[src/rtl/chsel_pkg.sv]
package chsel_pkg;

    typedef enum logic [2:0] {
        ST_IDLE,
        ST_ADDR,
        ST_ADDR_ACK,
        ST_WDATA,
        ST_WACK,
        ST_RDATA,
        ST_RACK,
        ST_WAIT
    } bus_state_t;

    localparam int unsigned BUS_BYTE_W = 8;

endpackage

[src/rtl/chsel_bus_sync.sv]
module chsel_bus_sync #(
    parameter int unsigned STAGES = 2
) (
    input  logic clk,
    input  logic rst_n,
    input  logic scl_i,
    input  logic sda_i,
    output logic scl_s,
    output logic sda_s,
    output logic scl_rise,
    output logic scl_fall,
    output logic start_det,
    output logic stop_det
);

    logic [STAGES-1:0] scl_ff;
    logic [STAGES-1:0] sda_ff;
    logic              scl_d;
    logic              sda_d;

    generate
        if (STAGES == 1) begin : g_one
            always_ff @(posedge clk or negedge rst_n) begin
                if (!rst_n) begin
                    scl_ff <= '1;
                    sda_ff <= '1;
                end else begin
                    scl_ff <= scl_i;
                    sda_ff <= sda_i;
                end
            end
        end else begin : g_chain
            always_ff @(posedge clk or negedge rst_n) begin
                if (!rst_n) begin
                    scl_ff <= '1;
                    sda_ff <= '1;
                end else begin
                    scl_ff <= {scl_ff[STAGES-2:0], scl_i};
                    sda_ff <= {sda_ff[STAGES-2:0], sda_i};
                end
            end
        end
    endgenerate

    always_ff @(posedge clk or negedge rst_n) begin
        if (!rst_n) begin
            scl_d <= 1'b1;
            sda_d <= 1'b1;
        end else begin
            scl_d <= scl_s;
            sda_d <= sda_s;
        end
    end

    assign scl_s     = scl_ff[STAGES-1];
    assign sda_s     = sda_ff[STAGES-1];
    assign scl_rise  = scl_s & ~scl_d;
    assign scl_fall  = ~scl_s & scl_d;
    assign start_det = scl_s & scl_d & sda_d & ~sda_s;
    assign stop_det  = scl_s & scl_d & ~sda_d & sda_s;

endmodule

[src/rtl/chsel_i2c_fsm.sv]
module chsel_i2c_fsm
    import chsel_pkg::*;
#(
    parameter int unsigned    PIN_W   = 3,
    parameter logic [3:0]     ADDR_HI = 4'b1110
) (
    input  logic                  clk,
    input  logic                  rst_n,
    input  logic                  scl_s,
    input  logic                  sda_s,
    input  logic                  scl_rise,
    input  logic                  scl_fall,
    input  logic                  start_det,
    input  logic                  stop_det,
    input  logic [PIN_W-1:0]      addr_pins,
    output logic                  sda_oe,
    output logic [BUS_BYTE_W-1:0] chan_en
);

    localparam int unsigned DW    = BUS_BYTE_W;
    localparam int unsigned CNT_W = $clog2(DW + 1);
    localparam logic [CNT_W-1:0] CNT_FULL = CNT_W'(DW);
    localparam logic [CNT_W-1:0] CNT_LAST = CNT_W'(DW - 1);

    bus_state_t          state, state_nxt;
    logic [DW-1:0]       shreg;
    logic [DW-1:0]       pending;
    logic                pend_valid;
    logic [DW-1:0]       chan_q;
    logic [CNT_W-1:0]    cnt;
    logic                mack;
    logic                addr_hit;

    assign addr_hit = (shreg[DW-1:1] == {ADDR_HI, addr_pins});
    assign chan_en  = chan_q;

    // next-state decision
    always_comb begin
        state_nxt = state;
        if (start_det) begin
            state_nxt = ST_ADDR;
        end else if (stop_det) begin
            state_nxt = ST_IDLE;
        end else begin
            unique case (state)
                ST_IDLE, ST_WAIT: ;
                ST_ADDR:     if (scl_fall && cnt == CNT_FULL)
                                 state_nxt = addr_hit ? ST_ADDR_ACK : ST_WAIT;
                ST_ADDR_ACK: if (scl_fall)
                                 state_nxt = shreg[0] ? ST_RDATA : ST_WDATA;
                ST_WDATA:    if (scl_fall && cnt == CNT_FULL) state_nxt = ST_WACK;
                ST_WACK:     if (scl_fall) state_nxt = ST_WDATA;
                ST_RDATA:    if (scl_fall && cnt == CNT_LAST) state_nxt = ST_RACK;
                ST_RACK:     if (scl_fall) state_nxt = mack ? ST_RDATA : ST_WAIT;
                default:     state_nxt = ST_IDLE;
            endcase
        end
    end

    // state register
    always_ff @(posedge clk or negedge rst_n) begin
        if (!rst_n) state <= ST_IDLE;
        else        state <= state_nxt;
    end

    // datapath: shifter, bit counter, pending and committed selection
    always_ff @(posedge clk or negedge rst_n) begin
        if (!rst_n) begin
            shreg      <= '0;
            pending    <= '0;
            pend_valid <= 1'b0;
            chan_q     <= '0;
            cnt        <= '0;
            mack       <= 1'b0;
        end else if (start_det) begin
            cnt <= '0;
        end else if (stop_det) begin
            cnt <= '0;
            if (pend_valid) begin
                chan_q     <= pending;
                pend_valid <= 1'b0;
            end
        end else begin
            unique case (state)
                ST_ADDR, ST_WDATA: begin
                    if (scl_rise && cnt != CNT_FULL) begin
                        shreg <= {shreg[DW-2:0], sda_s};
                        cnt   <= cnt + CNT_W'(1);
                    end
                    if (state == ST_WDATA && scl_fall && cnt == CNT_FULL) begin
                        pending    <= shreg;
                        pend_valid <= 1'b1;
                    end
                end
                ST_ADDR_ACK: if (scl_fall) begin
                    cnt <= '0;
                    if (shreg[0]) shreg <= chan_q;
                end
                ST_WACK: if (scl_fall) cnt <= '0;
                ST_RDATA: if (scl_fall && cnt != CNT_LAST) begin
                    shreg <= {shreg[DW-2:0], 1'b0};
                    cnt   <= cnt + CNT_W'(1);
                end
                ST_RACK: begin
                    if (scl_rise) mack <= ~sda_s;
                    if (scl_fall && mack) begin
                        shreg <= chan_q;
                        cnt   <= '0;
                    end
                end
                default: ;
            endcase
        end
    end

    // outputs
    always_comb begin
        unique case (state)
            ST_ADDR_ACK, ST_WACK: sda_oe = 1'b1;
            ST_RDATA:             sda_oe = ~shreg[DW-1];
            default:              sda_oe = 1'b0;
        endcase
    end

    // pull-down stable while SCL stays high and no bus condition occurred
    a_r8_sda_stable_scl_high: assert property (@(posedge clk) disable iff (!rst_n)
        (scl_s && $past(scl_s) && !$past(start_det) && !$past(stop_det)) |-> $stable(sda_oe));

    // selection moves only after a STOP
    a_r4_chan_hold_without_stop: assert property (@(posedge clk) disable iff (!rst_n)
        !$past(stop_det) |-> $stable(chan_en));

    // START always restarts address reception from bit zero
    a_r7_start_restarts_addr: assert property (@(posedge clk) disable iff (!rst_n)
        start_det |=> (state == ST_ADDR && cnt == '0));

    // a write acknowledge always has a byte waiting to be applied
    a_r3_wack_has_pending: assert property (@(posedge clk) disable iff (!rst_n)
        (state == ST_WACK) |-> pend_valid);

    // line released while the master answers a read byte
    a_r6_rack_released: assert property (@(posedge clk) disable iff (!rst_n)
        (state == ST_RACK) |-> !sda_oe);

endmodule

[src/rtl/chsel_i2c_top.sv]
module chsel_i2c_top
    import chsel_pkg::*;
#(
    parameter int unsigned SYNC_STAGES = 2,
    parameter int unsigned PIN_W       = 3,
    parameter logic [3:0]  ADDR_HI     = 4'b1110
) (
    input  logic                  clk,
    input  logic                  rst_n,
    input  logic                  scl_i,
    input  logic                  sda_i,
    input  logic [PIN_W-1:0]      addr_pins,
    output logic                  sda_oe,
    output logic [BUS_BYTE_W-1:0] chan_en
);

    logic scl_s, sda_s, scl_rise, scl_fall, start_det, stop_det;

    chsel_bus_sync #(.STAGES(SYNC_STAGES)) sync_i (
        .clk       (clk),
        .rst_n     (rst_n),
        .scl_i     (scl_i),
        .sda_i     (sda_i),
        .scl_s     (scl_s),
        .sda_s     (sda_s),
        .scl_rise  (scl_rise),
        .scl_fall  (scl_fall),
        .start_det (start_det),
        .stop_det  (stop_det)
    );

    chsel_i2c_fsm #(.PIN_W(PIN_W), .ADDR_HI(ADDR_HI)) fsm_i (
        .clk       (clk),
        .rst_n     (rst_n),
        .scl_s     (scl_s),
        .sda_s     (sda_s),
        .scl_rise  (scl_rise),
        .scl_fall  (scl_fall),
        .start_det (start_det),
        .stop_det  (stop_det),
        .addr_pins (addr_pins),
        .sda_oe    (sda_oe),
        .chan_en   (chan_en)
    );

endmodule

[config.mk]
export PLATFORM = sky130hd
export DESIGN_NAME = chsel_i2c_top
export DESIGN_NICKNAME = d
export VERILOG_FILES = /design/src/rtl/chsel_pkg.sv /design/src/rtl/chsel_bus_sync.sv /design/src/rtl/chsel_i2c_fsm.sv /design/src/rtl/chsel_i2c_top.sv
export SDC_FILE = /design/constraint.sdc
export NUM_CORES = 1
export LEC_CHECK = 0
export BUFFER_PORTS_ARGS = -buffer_cell sky130_fd_sc_hd__buf_4
export CAP_MARGIN = 20
export CORE_AREA = 4 4 58 66
export DETAILED_ROUTE_END_ITERATION = 10
export DIE_AREA = 0 0 62 70
export PLACE_DENSITY = 0.8
export SYNTH_ARGS = -nofsm -noshare
export SYNTH_HDL_FRONTEND = slang
export SYNTH_SLANG_ARGS = --single-unit
[constraint.sdc]
create_clock -name clk -period 4.3 [get_ports clk]
set_input_delay 0.86 -clock clk [delete_from_list [all_inputs] [get_ports clk]]
set_output_delay 0.86 -clock clk [all_outputs]
set_load 0.01 [all_outputs]
==> out/metrics.csv <==
stage;metric;value;unit
outcome;outcome;finished clean;
finish;nets;184;
sta;Slew @ Worst Pin;0.618;ns
global_routing;first-pass GRT wire length;6640;um
floorplanning;I/O Pins;16;
sta;final setup margin;1.74;ns
sta;Post-Route Skew;0.00654;ns
global_routing;gr usage total;20.5;%
synth;Synth Instances;159;
clock_network;Clock transition at path regs;0.11;ns
sta;Final Hold Vio Count;0;
clock_network;worst skew pair latency;0.34;ns
power;PwrDens;501;nW/um^2
clock_network;H-tree levels;2;
clock_network;worst-case clock buffer depth;2;
synth;Yosys reg bits;39;
power;Switching Fraction;36.4;%
power;worst vdd ir;0.000336;V
sta;Peak Freq;390;MHz
finish;antenna cells;0;
power;Sequential Power Share;51.6;%
sta;final hold slack;0.363;ns
setup_path;Worst Setup Start Kind;flop;
synth;Mapped Area;1930;um^2
route;TritonRoute pass-1 iters;4;
route;total wire length;3770;um
route;wire per inst;17.8;um
power;Psw;0.000383;W
synth;Net Count, Synth;168;
finish;commonest non-fill, non-tap cell in the layout;dfrtp_1;
place;buffers added on ports;15;
place;hpwl dp;2670;um
setup_path;R2R Path Start;fsm_i.state[2];
route;Vias;1340;
route;antenna violation net count after detailed routing;0;
job;Max Cap Viol;0;
power;leak pwr;0.971;nW
synth;Async SR Flop Fraction;100;%
finish;Layout area overhead;8.63;%
setup_path;Worst Setup SP;fsm_i.state[1];
worst_hold_path;hold crit path type;flop to flop;
floorplanning;die width;62;um
global_routing;largest net degree at the start of global routing;40;
power;internal power;0.000667;W
sta;Tmin final;2.56;ns
finish;share of layout cells above drive strength 1;36.4;%
sta;setup TNS;0;ns
sta;RSZ-0062 raised after global routing;no;
clock_network;CTS tree;done;
finish;area occupied by multi-input gates;872;um^2
place;worst slack at placement;2.05;ns
finish;fill cell count;247;
floorplanning;die area;4340;um^2
finish;fin util;65.1;%
route;DRC violations left;0;
synth;post-synthesis sequential area ratio;51.0;%
route;Vias per Instance;6.32;
place;Placer Congestion;0.891;
setup_path;kind of critical path;flop to output pin;
power;combinational share of power;29.8;%
synth;synth warn;0;
clock_network;Num CTS Buffers;5;
clock_network;post-CTS sizing;0;
synth;Distinct cells, synth;45;
finish;most frequent cells in the layout;dfrtp_1, mux2_2, buf_4;
global_routing;vias in the first global route;1435;
clock_network;postcts setup bufs;0;
global_routing;GRT overflow;0;
sta;Final period util;59.6;%
finish;Register Area;983;um^2
setup_path;crit path capture type;output pin;
floorplanning;number of core rows;22;
sta;Final Max Slew Viols;0;
synth;mean post-synth cell area;12.1;um^2
floorplanning;core area;3220;um^2
power;Clock Power Share;18.7;%
setup_path;Worst EP arrival;1.70;ns
sta;final setup vio count;0;
worst_hold_path;Hold Startpoint;sync_i.scl_ff[0];
global_routing;initial antenna violation count;0;
clock_network;hold buffers post-CTS;0;
floorplanning;Initial Util;59.9;%
sta;Max-slew headroom;58.8;%
clock_network;Sink Count;39;
synth;Post-synth EDFFs;0;
floorplanning;Die Ht;70;um
clock_network;Root Driver;clkbuf_4;
setup_path;worst-path maximum fanout;14;
route;Iter 0 DRT Violations;82;
synth;Synth Flop Type;dfrtp_1;
setup_path;critical path required time;3.44;ns
[worst paths after layout]
path | to | slack, ns | cells past startpoint
max | sda_oe | 1.74 | 3
min | sync_i.scl_ff[1] | 0.36 | 0
max reg2reg | fsm_i.shreg[3] | 2.12 | 5
min reg2reg | sync_i.scl_ff[1] | 0.36 | 0
max in group asynchronous | sync_i.sda_d | 3.48 | 1
min in group asynchronous | fsm_i.shreg[6] | 0.47 | 1
[layout make-up]
type,count,area share (%)
Clock inverter,1,0.239
Tap cell,36,2.15
Multi-Input combinational cell,108,41.6
Timing Repair Buffer,15,5.37
Inverter,6,1.07
Sequential cell,39,46.9
Clock buffer,7,2.63
[cell usage after synthesis, types with 3 or more instances]
master,instances,area (um^2)
dfrtp_1,33,826
mux2_2,23,259
nand2_1,11,41.3
a21oi_1,7,35.0
a22o_2,6,60.1
dfstp_2,6,158
inv_1,6,22.5
a211oi_1,5,37.5
nor2_1,5,18.8
o21ai_0,4,20.0
nand3_1,3,15.0
nand3b_1,3,22.5
o211ai_1,3,22.5
xor2_1,3,26.3
[per-layer routing]
metal,GRT usage [%],part of all wire [%]
met1,25.5,42
met2,32.0,53
met3,6.65,3.7
met4,8.02,2.0
met5,0,0
[state kept, by name (all words and copies together), names as in the netlist]
signal and count:
fsm_i.mack 1, fsm_i.shreg 8, fsm_i.cnt 4, fsm_i.chan_en 8, sync_i.scl_d 1, sync_i.sda_ff 2
fsm_i.state 3, fsm_i.pend_valid 1, sync_i.scl_ff 2, fsm_i.pending 8, sync_i.sda_d 1
[power by group through the flow]
stage | registers, W | clock network [W] | logic [W]
floorplan | 0.000484 | 0 | 0.000305
global placement | 0.000539 | 0 | 0.000293
detailed placement | 0.000546 | 0 | 0.000312
CTS | 0.000538 | 0.000202 | 0.000313
global route | 0.000555 | 0.000224 | 0.000345
finish | 0.000542 | 0.000196 | 0.000312
[cell families after synthesis]
group                      share of synthesized area (%)
and+or+nand+nor                                     12.4
DFF                                                 51.0
AOI/OAI and AO/OA                                   15.3
muxes                                               13.9
buffers and inverters                               3.83
xor gates and xnor gates                            2.27
adders and majority gates                           1.30
[per-stage QoR]
step | area [um^2] | total power [W] | std cells
floorplan | 1930 | 0.000789 | 159
global placement | 2040 | 0.000832 | 204
detailed placement | 2040 | 0.000858 | 204
CTS | 2100 | 0.00105 | 212
global route | 2100 | 0.00112 | 212
finish | 2100 | 0.00105 | 212
[critical path, stage by stage (launching register included)]
cell,delay [ns]
dfrtp_1,0.61
or2b_2,0.45
o22ai_1,0.15
buf_4,0.15
Note: power is estimated with default switching activity, not from simulation.
